File: config.mk
export PLATFORM = sky130hd
export DESIGN_NAME = dac_update_ctrl
export DESIGN_NICKNAME = d
export VERILOG_FILES = /design/src/rtl/dac_upd_pkg.sv /design/src/rtl/dac_stage_regs.sv /design/src/rtl/dac_trigger.sv /design/src/rtl/dac_justify.sv /design/src/rtl/dac_update_ctrl.sv
export SDC_FILE = /design/constraint.sdc
export NUM_CORES = 1
export LEC_CHECK = 0
export BUFFER_PORTS_ARGS = -buffer_cell sky130_fd_sc_hd__buf_4
export CORE_MARGIN = 2
export CORE_UTILIZATION = 55
export CTS_CLUSTER_SIZE = 28
export DETAILED_ROUTE_END_ITERATION = 8
export HOLD_SLACK_MARGIN = 0.12
export PLACE_DENSITY = 0.77
export SYNTH_ARGS = -nofsm -noshare
export SYNTH_HDL_FRONTEND = slang
export SYNTH_SLANG_ARGS = --single-unit
File: constraint.sdc
create_clock -name clk -period 3.2 [get_ports clk]
set_input_delay 0.32 -clock clk [delete_from_list [all_inputs] [get_ports clk]]
set_output_delay 0.32 -clock clk [all_outputs]
set_load 0.05 [all_outputs]
File: src/rtl/dac_upd_pkg.sv
package dac_upd_pkg;
  typedef enum logic [1:0] {
    ADDR_LO   = 2'd0,
    ADDR_HI   = 2'd1,
    ADDR_CTL  = 2'd2,
    ADDR_NONE = 2'd3
  } reg_addr_e;

  localparam int FMT_W = 3;
endpackage

File: src/rtl/dac_stage_regs.sv
module dac_stage_regs
  import dac_upd_pkg::*;
#(
  parameter int BYTE_W = 8,
  parameter int MODE_W = 2
) (
  input  logic              clk,
  input  logic              rst,
  input  logic              wr_en,
  input  logic [1:0]        wr_addr,
  input  logic [BYTE_W-1:0] wr_data,
  output logic [BYTE_W-1:0] lo_q,
  output logic [BYTE_W-1:0] hi_q,
  output logic [MODE_W-1:0] mode_q,
  output logic [FMT_W-1:0]  fmt_q
);
  localparam int MODE_LSB = FMT_W;
  localparam int MODE_MSB = FMT_W + MODE_W - 1;

  always_ff @(posedge clk) begin
    if (rst) begin
      lo_q   <= '0;
      hi_q   <= '0;
      mode_q <= '0;
      fmt_q  <= '0;
    end else if (wr_en) begin
      unique case (reg_addr_e'(wr_addr))
        ADDR_LO:  lo_q <= wr_data;
        ADDR_HI:  hi_q <= wr_data;
        ADDR_CTL: begin
          mode_q <= wr_data[MODE_MSB:MODE_LSB];
          fmt_q  <= wr_data[FMT_W-1:0];
        end
        default: ;
      endcase
    end
  end
endmodule

File: src/rtl/dac_trigger.sv
module dac_trigger #(
  parameter int NUM_TMR = 3,
  parameter int MODE_W  = 2
) (
  input  logic [MODE_W-1:0]  mode,
  input  logic               hi_wr,
  input  logic [NUM_TMR-1:0] tmr_ovf,
  output logic               commit,
  output logic               use_bus
);
  logic [NUM_TMR-1:0] tmr_hit;

  for (genvar i = 0; i < NUM_TMR; i++) begin : g_tmr
    assign tmr_hit[i] = tmr_ovf[i] && (mode == MODE_W'(i + 1));
  end

  assign use_bus = hi_wr && (mode == '0);
  assign commit  = use_bus || (|tmr_hit);
endmodule

File: src/rtl/dac_justify.sv
module dac_justify #(
  parameter int PAIR_W = 16,
  parameter int DATA_W = 12,
  parameter int FMT_W  = 3
) (
  input  logic [PAIR_W-1:0] pair,
  input  logic [FMT_W-1:0]  fmt,
  output logic [DATA_W-1:0] code
);
  localparam int SHIFT_MAX = PAIR_W - DATA_W;

  logic [DATA_W-1:0] cand [SHIFT_MAX+1];

  for (genvar s = 0; s <= SHIFT_MAX; s++) begin : g_cand
    assign cand[s] = pair[s+DATA_W-1:s];
  end

  always_comb begin
    code = cand[SHIFT_MAX];
    for (int s = 0; s < SHIFT_MAX; s++) begin
      if (int'(fmt) == s) code = cand[s];
    end
  end
endmodule

File: src/rtl/dac_update_ctrl.sv
module dac_update_ctrl
  import dac_upd_pkg::*;
#(
  parameter int BYTE_W  = 8,
  parameter int DATA_W  = 12,
  parameter int NUM_TMR = 3
) (
  input  logic               clk,
  input  logic               rst,
  input  logic               wr_en,
  input  logic [1:0]         wr_addr,
  input  logic [BYTE_W-1:0]  wr_data,
  input  logic [NUM_TMR-1:0] tmr_ovf,
  output logic [DATA_W-1:0]  dac_code,
  output logic               dac_load
);
  localparam int PAIR_W = 2 * BYTE_W;
  localparam int MODE_W = $clog2(NUM_TMR + 1);

  logic [BYTE_W-1:0] lo_q, hi_q;
  logic [MODE_W-1:0] mode_q;
  logic [FMT_W-1:0]  fmt_q;
  logic              hi_wr, commit, use_bus;
  logic [PAIR_W-1:0] pair_src;
  logic [DATA_W-1:0] code_next;

  assign hi_wr = wr_en && (reg_addr_e'(wr_addr) == ADDR_HI);

  dac_stage_regs #(.BYTE_W(BYTE_W), .MODE_W(MODE_W)) u_regs (
    .clk(clk), .rst(rst), .wr_en(wr_en), .wr_addr(wr_addr),
    .wr_data(wr_data), .lo_q(lo_q), .hi_q(hi_q),
    .mode_q(mode_q), .fmt_q(fmt_q)
  );

  dac_trigger #(.NUM_TMR(NUM_TMR), .MODE_W(MODE_W)) u_trig (
    .mode(mode_q), .hi_wr(hi_wr), .tmr_ovf(tmr_ovf),
    .commit(commit), .use_bus(use_bus)
  );

  // Immediate mode takes the byte on the bus; timer modes take the stored pair.
  assign pair_src = use_bus ? {wr_data, lo_q} : {hi_q, lo_q};

  dac_justify #(.PAIR_W(PAIR_W), .DATA_W(DATA_W), .FMT_W(FMT_W)) u_just (
    .pair(pair_src), .fmt(fmt_q), .code(code_next)
  );

  always_ff @(posedge clk) begin
    if (rst) begin
      dac_code <= '0;
      dac_load <= 1'b0;
    end else begin
      dac_load <= commit;
      if (commit) dac_code <= code_next;
    end
  end

  assert_hiwr_loads_R3: assert property (@(posedge clk) disable iff (rst)
    (mode_q == '0 && hi_wr) |=> dac_load);

  assert_nohi_holds_R4: assert property (@(posedge clk) disable iff (rst)
    (mode_q == '0 && !hi_wr) |=> !dac_load);

  for (genvar i = 0; i < NUM_TMR; i++) begin : g_chk
    assert_sel_tmr_loads_R6: assert property (@(posedge clk) disable iff (rst)
      (mode_q == MODE_W'(i + 1) && tmr_ovf[i]) |=> dac_load);
    assert_unsel_ignored_R7: assert property (@(posedge clk) disable iff (rst)
      (mode_q == MODE_W'(i + 1) && !tmr_ovf[i]) |=> !dac_load);
  end

  assert_code_stable_R11: assert property (@(posedge clk) disable iff (rst)
    !dac_load |-> $stable(dac_code));
endmodule

==> impl_metrics.json, run 1 <==
{
  "synth_edf_count": 0,
  "cts_setup_buffers": 0,
  "row_count": 22,
  "crit_fanout": 18,
  "finalCriticalPeriod_ps": 2160,
  "min_path_type": "in -> reg",
  "run_status": "finished, final reports clean",
  "ir_drop_v": 0.0003308,
  "yosysTopAreaCell": "dfxtp_1",
  "cts_tree": "done",
  "syn_nets": 278,
  "cts_sinks": 34,
  "globalplace.congestion": 0.8933,
  "drc": 0,
  "ant_nets": 0,
  "worst_pin_slew_ps": 671.3,
  "cellPowerDensity_nw_per_um2": 463.9,
  "start_kind": "flip-flop",
  "place_ws_ps": 1069,
  "syn_avg_cell_area_um2": 7.808,
  "grt_pass1_vias": 1859,
  "wl_um": 5602,
  "synth_cell_types": 53,
  "hold_ws_ps": 296.1,
  "synth_common_cells": "38 x nand2_1, 34 x dfxtp_1, 28 x nor2_1",
  "io_pins": 29,
  "synthMostInstantiatedCell": "nand2_1",
  "routedWlPerCell_um": 16.87,
  "synthesis.area_um2": 2046,
  "p_leak_nw": 0.8982,
  "grt_overflow": 0,
  "maxCapViolCount": 0,
  "clock_latency_ps": 290,
  "dr.pass1.iters": 8,
  "drive_above_1_share_pct": 17.25,
  "synth_area_leaders": "dfxtp_1 33%, mux2i_1 9.8%, nand2_1 7.0%",
  "hpwl_um": 3905,
  "rsz0062_at_grt": "no",
  "cts-root-buf": "clkbuf_8",
  "cts.repair.resized": 0,
  "ys.flop_type": "dfxtp_1",
  "portBuffers": 28,
  "yosysTopAreaCellShare_pct": 33.27,
  "setup_tns_ps": 0,
  "timing.fmax_mhz": 462.9,
  "required_ps": 3440,
  "nets": 299,
  "setup.worst_path.end_class": "flip-flop",
  "core_um2": 3606,
  "drt_iter0_drc": 218,
  "yosysWarningCount": 0,
  "cts_buffers": 5,
  "cts_max_path_buffers": 2,
  "finalSetupViolations": 0,
  "grt_pass1_wl_um": 9287,
  "fp.dieW_um": 64.99,
  "grt_max_degree": 36,
  "ctsHoldBuffers": 0,
  "die_h_um": 64.99,
  "fin_worst_skew_ps": 3.216,
  "synthCells": 262,
  "grt.total_usage_pct": 28.51,
  "initial_core_util_pct": 56.73,
  "relSlewSlack_pct": 55.20,
  "drv_slew": 0,
  "critical_path_arrival_ps": 2400,
  "path_class": "reg -> reg",
  "worst_slack_ps": 1040,
  "clk_pin_slew_ps": 80,
  "antenna_found_initial": 0,
  "period_share_pct": 67.50,
  "seq_area_frac_synth_pct": 33.27,
  "vias": 2087,
  "ys_seq_elements": 34,
  "final_core_util_pct": 66.45,
  "hold_viol": 0,
  "dieArea_um2": 4223,
  "antennaDiodeCount": 0,
  "htree_num_levels": 2,
  "area_growth_pct": 17.13,
  "ys_async_sr_fraction_pct": 0,
  "viasPerCell": 6.286
}
[per-layer routing]
layer / GRT usage [%] / up-vias / wire, um
met5: 0 / - / 0
li1: - / 1005 / -
met1: 41.66 / 964 / 2599
met4: 9.574 / 0 / 61
met2: 42.27 / 108 / 2516
met3: 4.688 / 10 / 423
[layout make-up]
class / instances / area, um2
Fill cell: 342 / 1210
Multi-Input combinational cell: 202 / 1247
Inverter: 8 / 30.03
Clock buffer: 5 / 68.82
Tap cell: 48 / 60.06
Clock inverter: 3 / 68.82
Sequential cell: 34 / 680.7
Timing Repair Buffer: 32 / 240.2
[metrics by stage]
stage	total power, mW	instance area [um2]	std cells
CTS	1.111	2396	332
global placement	0.6322	2258	324
detailed placement	0.6326	2258	324
global route	1.149	2396	332
floorplan	0.5765	2046	262
finish	1.112	2396	332
[path summary, 6_finish.rpt]
kind / from / end / slack [ps] / cells past startpoint
max: u_regs.fmt_q[1] / dac_code[10] / 1040 / 5
min: wr_data[7] / u_regs.lo_q[7] / 300 / 3
max reg2reg: u_regs.fmt_q[1] / dac_code[10] / 1040 / 5
min reg2reg: dac_code[2] / dac_code[2] / 450 / 2
[sequential cells by signal (all words and copies together) (netlist names)]
name           flops
u_regs.fmt_q       3
dac_code          12
u_regs.mode_q      2
dac_load           1
u_regs.lo_q        8
u_regs.hi_q        8
[critical path, stage by stage (launching register included)]
cell and delay [ps]:
dfxtp_1 720, inv_1 230, o21ai_0 430, a221oi_1 150, a211oi_1 340, o221a_2 240
[where the power goes]
group,switching [mW],leakage (nW),internal [mW]
Sequential,0.0182,0.276,0.439
Clock,0.173,0.0683,0.312
Combinational,0.107,0.554,0.0623
[logic make-up after synthesis]
logic type             count (synthesis)  share of synthesized area, %
AND/OR/NAND/NOR                       93                         20.67
AO/OA/AOI/OAI                         86                         28.32
flip-flops                            34                         33.27
buffers and inverters                 26                         5.749
multiplexers                          23                         11.99
[layout by cell type, fill, tap and decap left out, types with 3 or more instances in the layout]
master,instances
a211oi_1,4
a21oi_1,23
a221oi_1,4
a31oi_1,5
buf_4,32
clkbuf_8,5
dfxtp_1,34
inv_1,7
mux2i_1,20
nand2_1,38
nand3_1,8
nand3b_1,3
nor2_1,28
nor3_1,3
o211ai_1,3
o21ai_0,19
o41ai_1,3
No activity file was read; power rests on OpenSTA's default activity.
==> inputs of run 2 (changes only) <==
==> constraint.sdc (replaced) <==
create_clock -name clk -period 2.1 [get_ports clk]
set_input_delay 0.21 -clock clk [delete_from_list [all_inputs] [get_ports clk]]
set_output_delay 0.21 -clock clk [all_outputs]
set_load 0.05 [all_outputs]
==> impl_metrics.json, run 2 (synthesis results as in run 1) <==
{
  "run_status": "finished, final reports clean",
  "area_growth_pct": 18.23,
  "regMostFlops": "dac_code",
  "cts.repair.resized": 0,
  "clk_pin_slew_ps": 70,
  "wl_met2_um": 2606,
  "critical_path_arrival_ps": 2080,
  "io_pins": 29,
  "largest_reg_flops": 12,
  "cts_sinks": 34,
  "crit_start": "u_regs.mode_q[1]",
  "required_ps": 2320,
  "antenna_found_initial": 0,
  "dr_wl_met3_um": 440,
  "fin_worst_skew_ps": 4.469,
  "period_share_pct": 88.52,
  "initial_core_util_pct": 56.73,
  "top_regs": "dac_code: 12 flops, u_regs.hi_q: 8 flops, u_regs.lo_q: 8 flops",
  "drv_slew": 0,
  "p_int_mw": 1.035,
  "maxCapViolCount": 0,
  "reg2reg_from": "u_regs.mode_q[1]",
  "swShare_pct": 30.15,
  "antennaDiodeCount": 0,
  "ant_nets": 0,
  "fp.dieW_um": 64.99,
  "cts_max_path_buffers": 2,
  "wl_um": 5858,
  "fin_area_um2": 2419,
  "worst_slack_ps": 241.1,
  "cts_buffers": 5,
  "hold_ws_ps": 178.0,
  "drt-met1-wl_um": 2719,
  "rrSetupSlack_ps": 240,
  "grt_max_degree": 36,
  "grt_pass1_wl_um": 9377,
  "cts-root-buf": "clkbuf_8",
  "core_um2": 3606,
  "dpl_cell_area_um2": 2323,
  "cellPowerDensity_nw_per_um2": 612.7,
  "setup_tns_ps": 0,
  "vias": 2097,
  "cts_setup_buffers": 0,
  "drt_iter0_drc": 163,
  "worst_pin_slew_ps": 632.1,
  "portBuffers": 28,
  "drc": 0,
  "start_kind": "flip-flop",
  "htree_num_levels": 2,
  "grt_overflow": 0,
  "grt_pass1_vias": 1834,
  "hold_end": "u_regs.lo_q[7]",
  "ir_drop_v": 0.0005005,
  "row_count": 22,
  "nets": 306,
  "viasPerCell": 6.186,
  "hold_start": "wr_data[7]",
  "finalSetupViolations": 0,
  "dr.pass1.iters": 5,
  "setup.worst_path.end_class": "flip-flop",
  "crit_fanout": 16,
  "p_clk_share_pct": 34.8,
  "place_ws_ps": 278.9,
  "pwr-share-comb_pct": 18.4,
  "top_layer": "met4",
  "p_sw_uw": 446.8,
  "globalplace.congestion": 0.9589,
  "hold_viol": 0,
  "seq_power_share_pct": 46.8,
  "dieArea_um2": 4223,
  "path_class": "reg -> reg",
  "ctsHoldBuffers": 0,
  "cts_tree": "done",
  "timing.fmax_mhz": 538.0,
  "routedWlPerCell_um": 17.28,
  "regToRegEndpoint": "dac_code[6]",
  "clock_latency_ps": 290,
  "die_h_um": 64.99,
  "p_leak_nw": 0.9131,
  "final_cell_mix": "38 x nand2_1, 38 x buf_4, 34 x dfxtp_1, 28 x nor2_1, 23 x a21oi_1",
  "hold_depth": 3,
  "r2r_cells": 5,
  "relSlewSlack_pct": 57.81,
  "grt.total_usage_pct": 29.26,
  "min_path_type": "in -> reg",
  "rsz0062_at_grt": "no",
  "drive_above_1_share_pct": 19.24,
  "finalCriticalPeriod_ps": 1859,
  "hpwl_um": 4149
}
==> run 2: changes by cell type in the layout (fill, tap and decap cells not counted), sizes merged <==
cell / before / now
clkbuf: 5 / 6
buf: 32 / 39
bufinv: 2 / 0
clkinvlp: 0 / 1
==> run 2: through the flow <==
stage | std cells | utilization, % | total power [mW]
after floorplan | 262 | - | 0.8785
after global placement | 331 | 64.43 | 0.9746
after detailed placement | 331 | 64.43 | 0.9756
after CTS | 339 | 67.07 | 1.478
after global routing | 339 | 67.07 | 1.536
final | 339 | 67.07 | 1.482
==> run 2: power by group through the flow <==
stage,combinational (mW),sequential [mW],clock [mW]
floorplan,0.144,0.734,0
global placement,0.268,0.707,0
detailed placement,0.268,0.707,0
CTS,0.269,0.693,0.516
global route,0.293,0.696,0.546
finish,0.272,0.693,0.516
==> run 2: worst max-delay path by stage <==
stage	cells after the start	slack, ps	end
after floorplan	6	510	dac_code[10]
after global placement	5	280	dac_code[8]
after detailed placement	5	280	dac_code[6]
after CTS	5	250	dac_code[6]
after global routing	5	60	dac_code[6]
final	5	240	dac_code[6]
==> run 2: layer usage <==
metal / global-route usage (%) / vias to the layer above
li1: - / 1014
met1: 42.64 / 978
met2: 43.69 / 95
met3: 5.208 / 10
met4: 9.043 / 0
met5: 0 / -
==> run 2: final cells by class <==
class                           instances  area, um2
Tap cell                               48      60.06
Clock buffer                            6      82.58
Fill cell                             319       1187
Inverter                                8      30.03
Timing Repair Buffer                   39      305.3
Sequential cell                        34      680.7
Multi-Input combinational cell        202       1247
Clock inverter                          2      12.51
==> run 2: worst max-delay path, cell delays in order (launching register included) <==
cell,delay (ps)
dfxtp_1,460
mux2i_1,300
a21oi_2,150
nor2_2,530
a22oi_1,180
o22ai_1,160
==> inputs of run 3 (changes only) <==
--- a/config.mk
+++ b/config.mk
@@ -6,12 +6,14 @@
 export NUM_CORES = 1
 export LEC_CHECK = 0
 export BUFFER_PORTS_ARGS = -buffer_cell sky130_fd_sc_hd__buf_4
+export CORE_ASPECT_RATIO = 0.9
 export CORE_MARGIN = 2
 export CORE_UTILIZATION = 55
 export CTS_CLUSTER_SIZE = 28
 export DETAILED_ROUTE_END_ITERATION = 8
 export HOLD_SLACK_MARGIN = 0.12
 export PLACE_DENSITY = 0.77
+export SKIP_LAST_GASP = 1
 export SYNTH_ARGS = -nofsm -noshare
 export SYNTH_HDL_FRONTEND = slang
 export SYNTH_SLANG_ARGS = --single-unit
==> impl_metrics.json, run 3 (synthesis results as in run 1) <==
{
  "cts_buffers": 5,
  "grt_overflow": 0,
  "cts_setup_buffers": 0,
  "cts_sinks": 34,
  "maxCapViolCount": 0,
  "regMostFlops": "dac_code",
  "cts.repair.resized": 0,
  "final_cell_count_no_fill": 337,
  "row_count": 21,
  "globalplace.congestion": 0.9577,
  "cts_max_path_buffers": 2,
  "top_layer": "met4",
  "largest_reg_flops": 12,
  "rrSetupSlack_ps": 190,
  "critical_path_arrival_ps": 2120,
  "rsz0062_at_grt": "no",
  "cp_cell_sequence": "mux2i_1 -> a21oi_2 -> nor2_2 -> a22oi_1 -> o22ai_1",
  "place_inst": 330,
  "cp_slowest_cell": "nor2_2",
  "run_status": "finished, final reports clean",
  "seq_power_share_pct": 43.9,
  "r2r_cells": 5,
  "routedWlPerCell_um": 17.12,
  "ctsHoldBuffers": 0,
  "drt-met1-wl_um": 2594,
  "timing.fmax_mhz": 523.3,
  "die_h_um": 61.86,
  "crit_fanout": 16,
  "crit_end": "dac_code[6]",
  "nets": 307,
  "min_path_type": "in -> reg",
  "crit_start": "u_regs.mode_q[1]",
  "path_class": "reg -> reg",
  "cellPowerDensity_nw_per_um2": 647.3,
  "grt_max_degree": 36,
  "start_kind": "flip-flop",
  "grt_pass1_vias": 1826,
  "seqCellArea_um2": 680.7,
  "p_sw_uw": 429.4,
  "antennaDiodeCount": 0,
  "dr_wl_met3_um": 524,
  "ir_drop_v": 0.0004872,
  "required_ps": 2310,
  "p_leak_nw": 0.9284,
  "setup_tns_ps": 0,
  "relSlewSlack_pct": 55.75,
  "cts_tree": "done",
  "grt.total_usage_pct": 30.19,
  "p_clk_share_pct": 38.8,
  "drv_slew": 0,
  "cts-root-buf": "clkbuf_8",
  "finalSetupViolations": 0,
  "grt_pass1_wl_um": 9280,
  "drc": 0,
  "drive_above_1_share_pct": 19.24,
  "dr.pass1.iters": 5,
  "swShare_pct": 27.17,
  "clk_pin_slew_ps": 70,
  "fin_worst_skew_ps": 6.295,
  "regToRegEndpoint": "dac_code[6]",
  "initial_core_util_pct": 56.01,
  "ant_nets": 0,
  "vias": 2141,
  "fin_area_um2": 2441,
  "hold_viol": 0,
  "wl_met2_um": 2579,
  "top_regs": "dac_code: 12 flops, u_regs.hi_q: 8 flops, u_regs.lo_q: 8 flops",
  "nFillCells": 311,
  "dieArea_um2": 4224,
  "dpl_cell_area_um2": 2328,
  "setup.worst_path.end_class": "flip-flop",
  "core_um2": 3652,
  "reg2reg_from": "u_regs.mode_q[1]",
  "drt_iter0_drc": 259,
  "p_int_mw": 1.151,
  "worst_pin_slew_ps": 663.0,
  "period_share_pct": 91.00,
  "final_cell_mix": "39 x buf_4, 38 x nand2_1, 34 x dfxtp_1, 28 x nor2_1, 23 x a21oi_1",
  "hpwl_um": 4135,
  "area_growth_pct": 19.33,
  "htree_num_levels": 2,
  "worst_slack_ps": 189.0,
  "place_ws_ps": 259.2,
  "cp_slowest_stage_delay_ps": 560,
  "wl_um": 5770,
  "fp.dieW_um": 68.29,
  "clock_latency_ps": 280,
  "finalCriticalPeriod_ps": 1911,
  "layout_commonest_cell": "buf_4",
  "viasPerCell": 6.353,
  "io_pins": 29,
  "pwr-share-comb_pct": 17.3,
  "multi_input_area_um2": 1247,
  "portBuffers": 28,
  "antenna_found_initial": 0
}
-- run 3: area by class of cell --
type	count	area share [%]
Clock buffer	6	3.383
Tap cell	46	2.358
Clock inverter	1	1.230
Multi-Input combinational cell	202	51.10
Inverter	8	1.230
Sequential cell	34	27.88
Timing Repair Buffer	40	12.81
-- run 3: routing by layer --
layer,vias up,GRT usage (%)
met2,115,44.24
met4,0,6.857
met3,8,9.730
met5,-,0
li1,1017,-
met1,1001,43.29
-- run 3: power groups by stage --
stage | clock, mW | sequential, mW | combinational [mW]
2_1_floorplan | 0 | 0.734 | 0.144
3_3_place_gp | 0 | 0.707 | 0.266
3_5_place_dp | 0 | 0.708 | 0.268
4_1_cts | 0.622 | 0.693 | 0.270
5_1_grt | 0.650 | 0.697 | 0.294
6_report | 0.613 | 0.694 | 0.273
-- run 3: critical path, delay by kind of cell, from the launching register on --
kind	cells	cell delay, ps
DFF	1	460
and+or+nand+nor	1	560
AOI/OAI and AO/OA	3	510
muxes	1	320
-- run 3: worst min-delay path by stage --
stage / startpoint / endpoint / slack [ps] / cells past startpoint
floorplan: wr_data[0] / u_regs.hi_q[0] / 350 / 2
global placement: dac_code[2] / dac_code[2] / 440 / 2
detailed placement: dac_code[3] / dac_code[3] / 470 / 2
CTS: wr_data[7] / u_regs.hi_q[7] / 200 / 3
global route: wr_data[7] / u_regs.lo_q[7] / 200 / 3
finish: wr_data[7] / u_regs.hi_q[7] / 200 / 3
-- run 3: stage by stage --
step                hold slack [ps]  power [mW]  util (%)
floorplan                     346.0      0.8785         -
global route                  195.6       1.641     66.84
CTS                           196.7       1.585     66.84
finish                        203.2       1.580     66.84
detailed placement            466.0      0.9751     63.75
global placement              444.5      0.9728     63.75
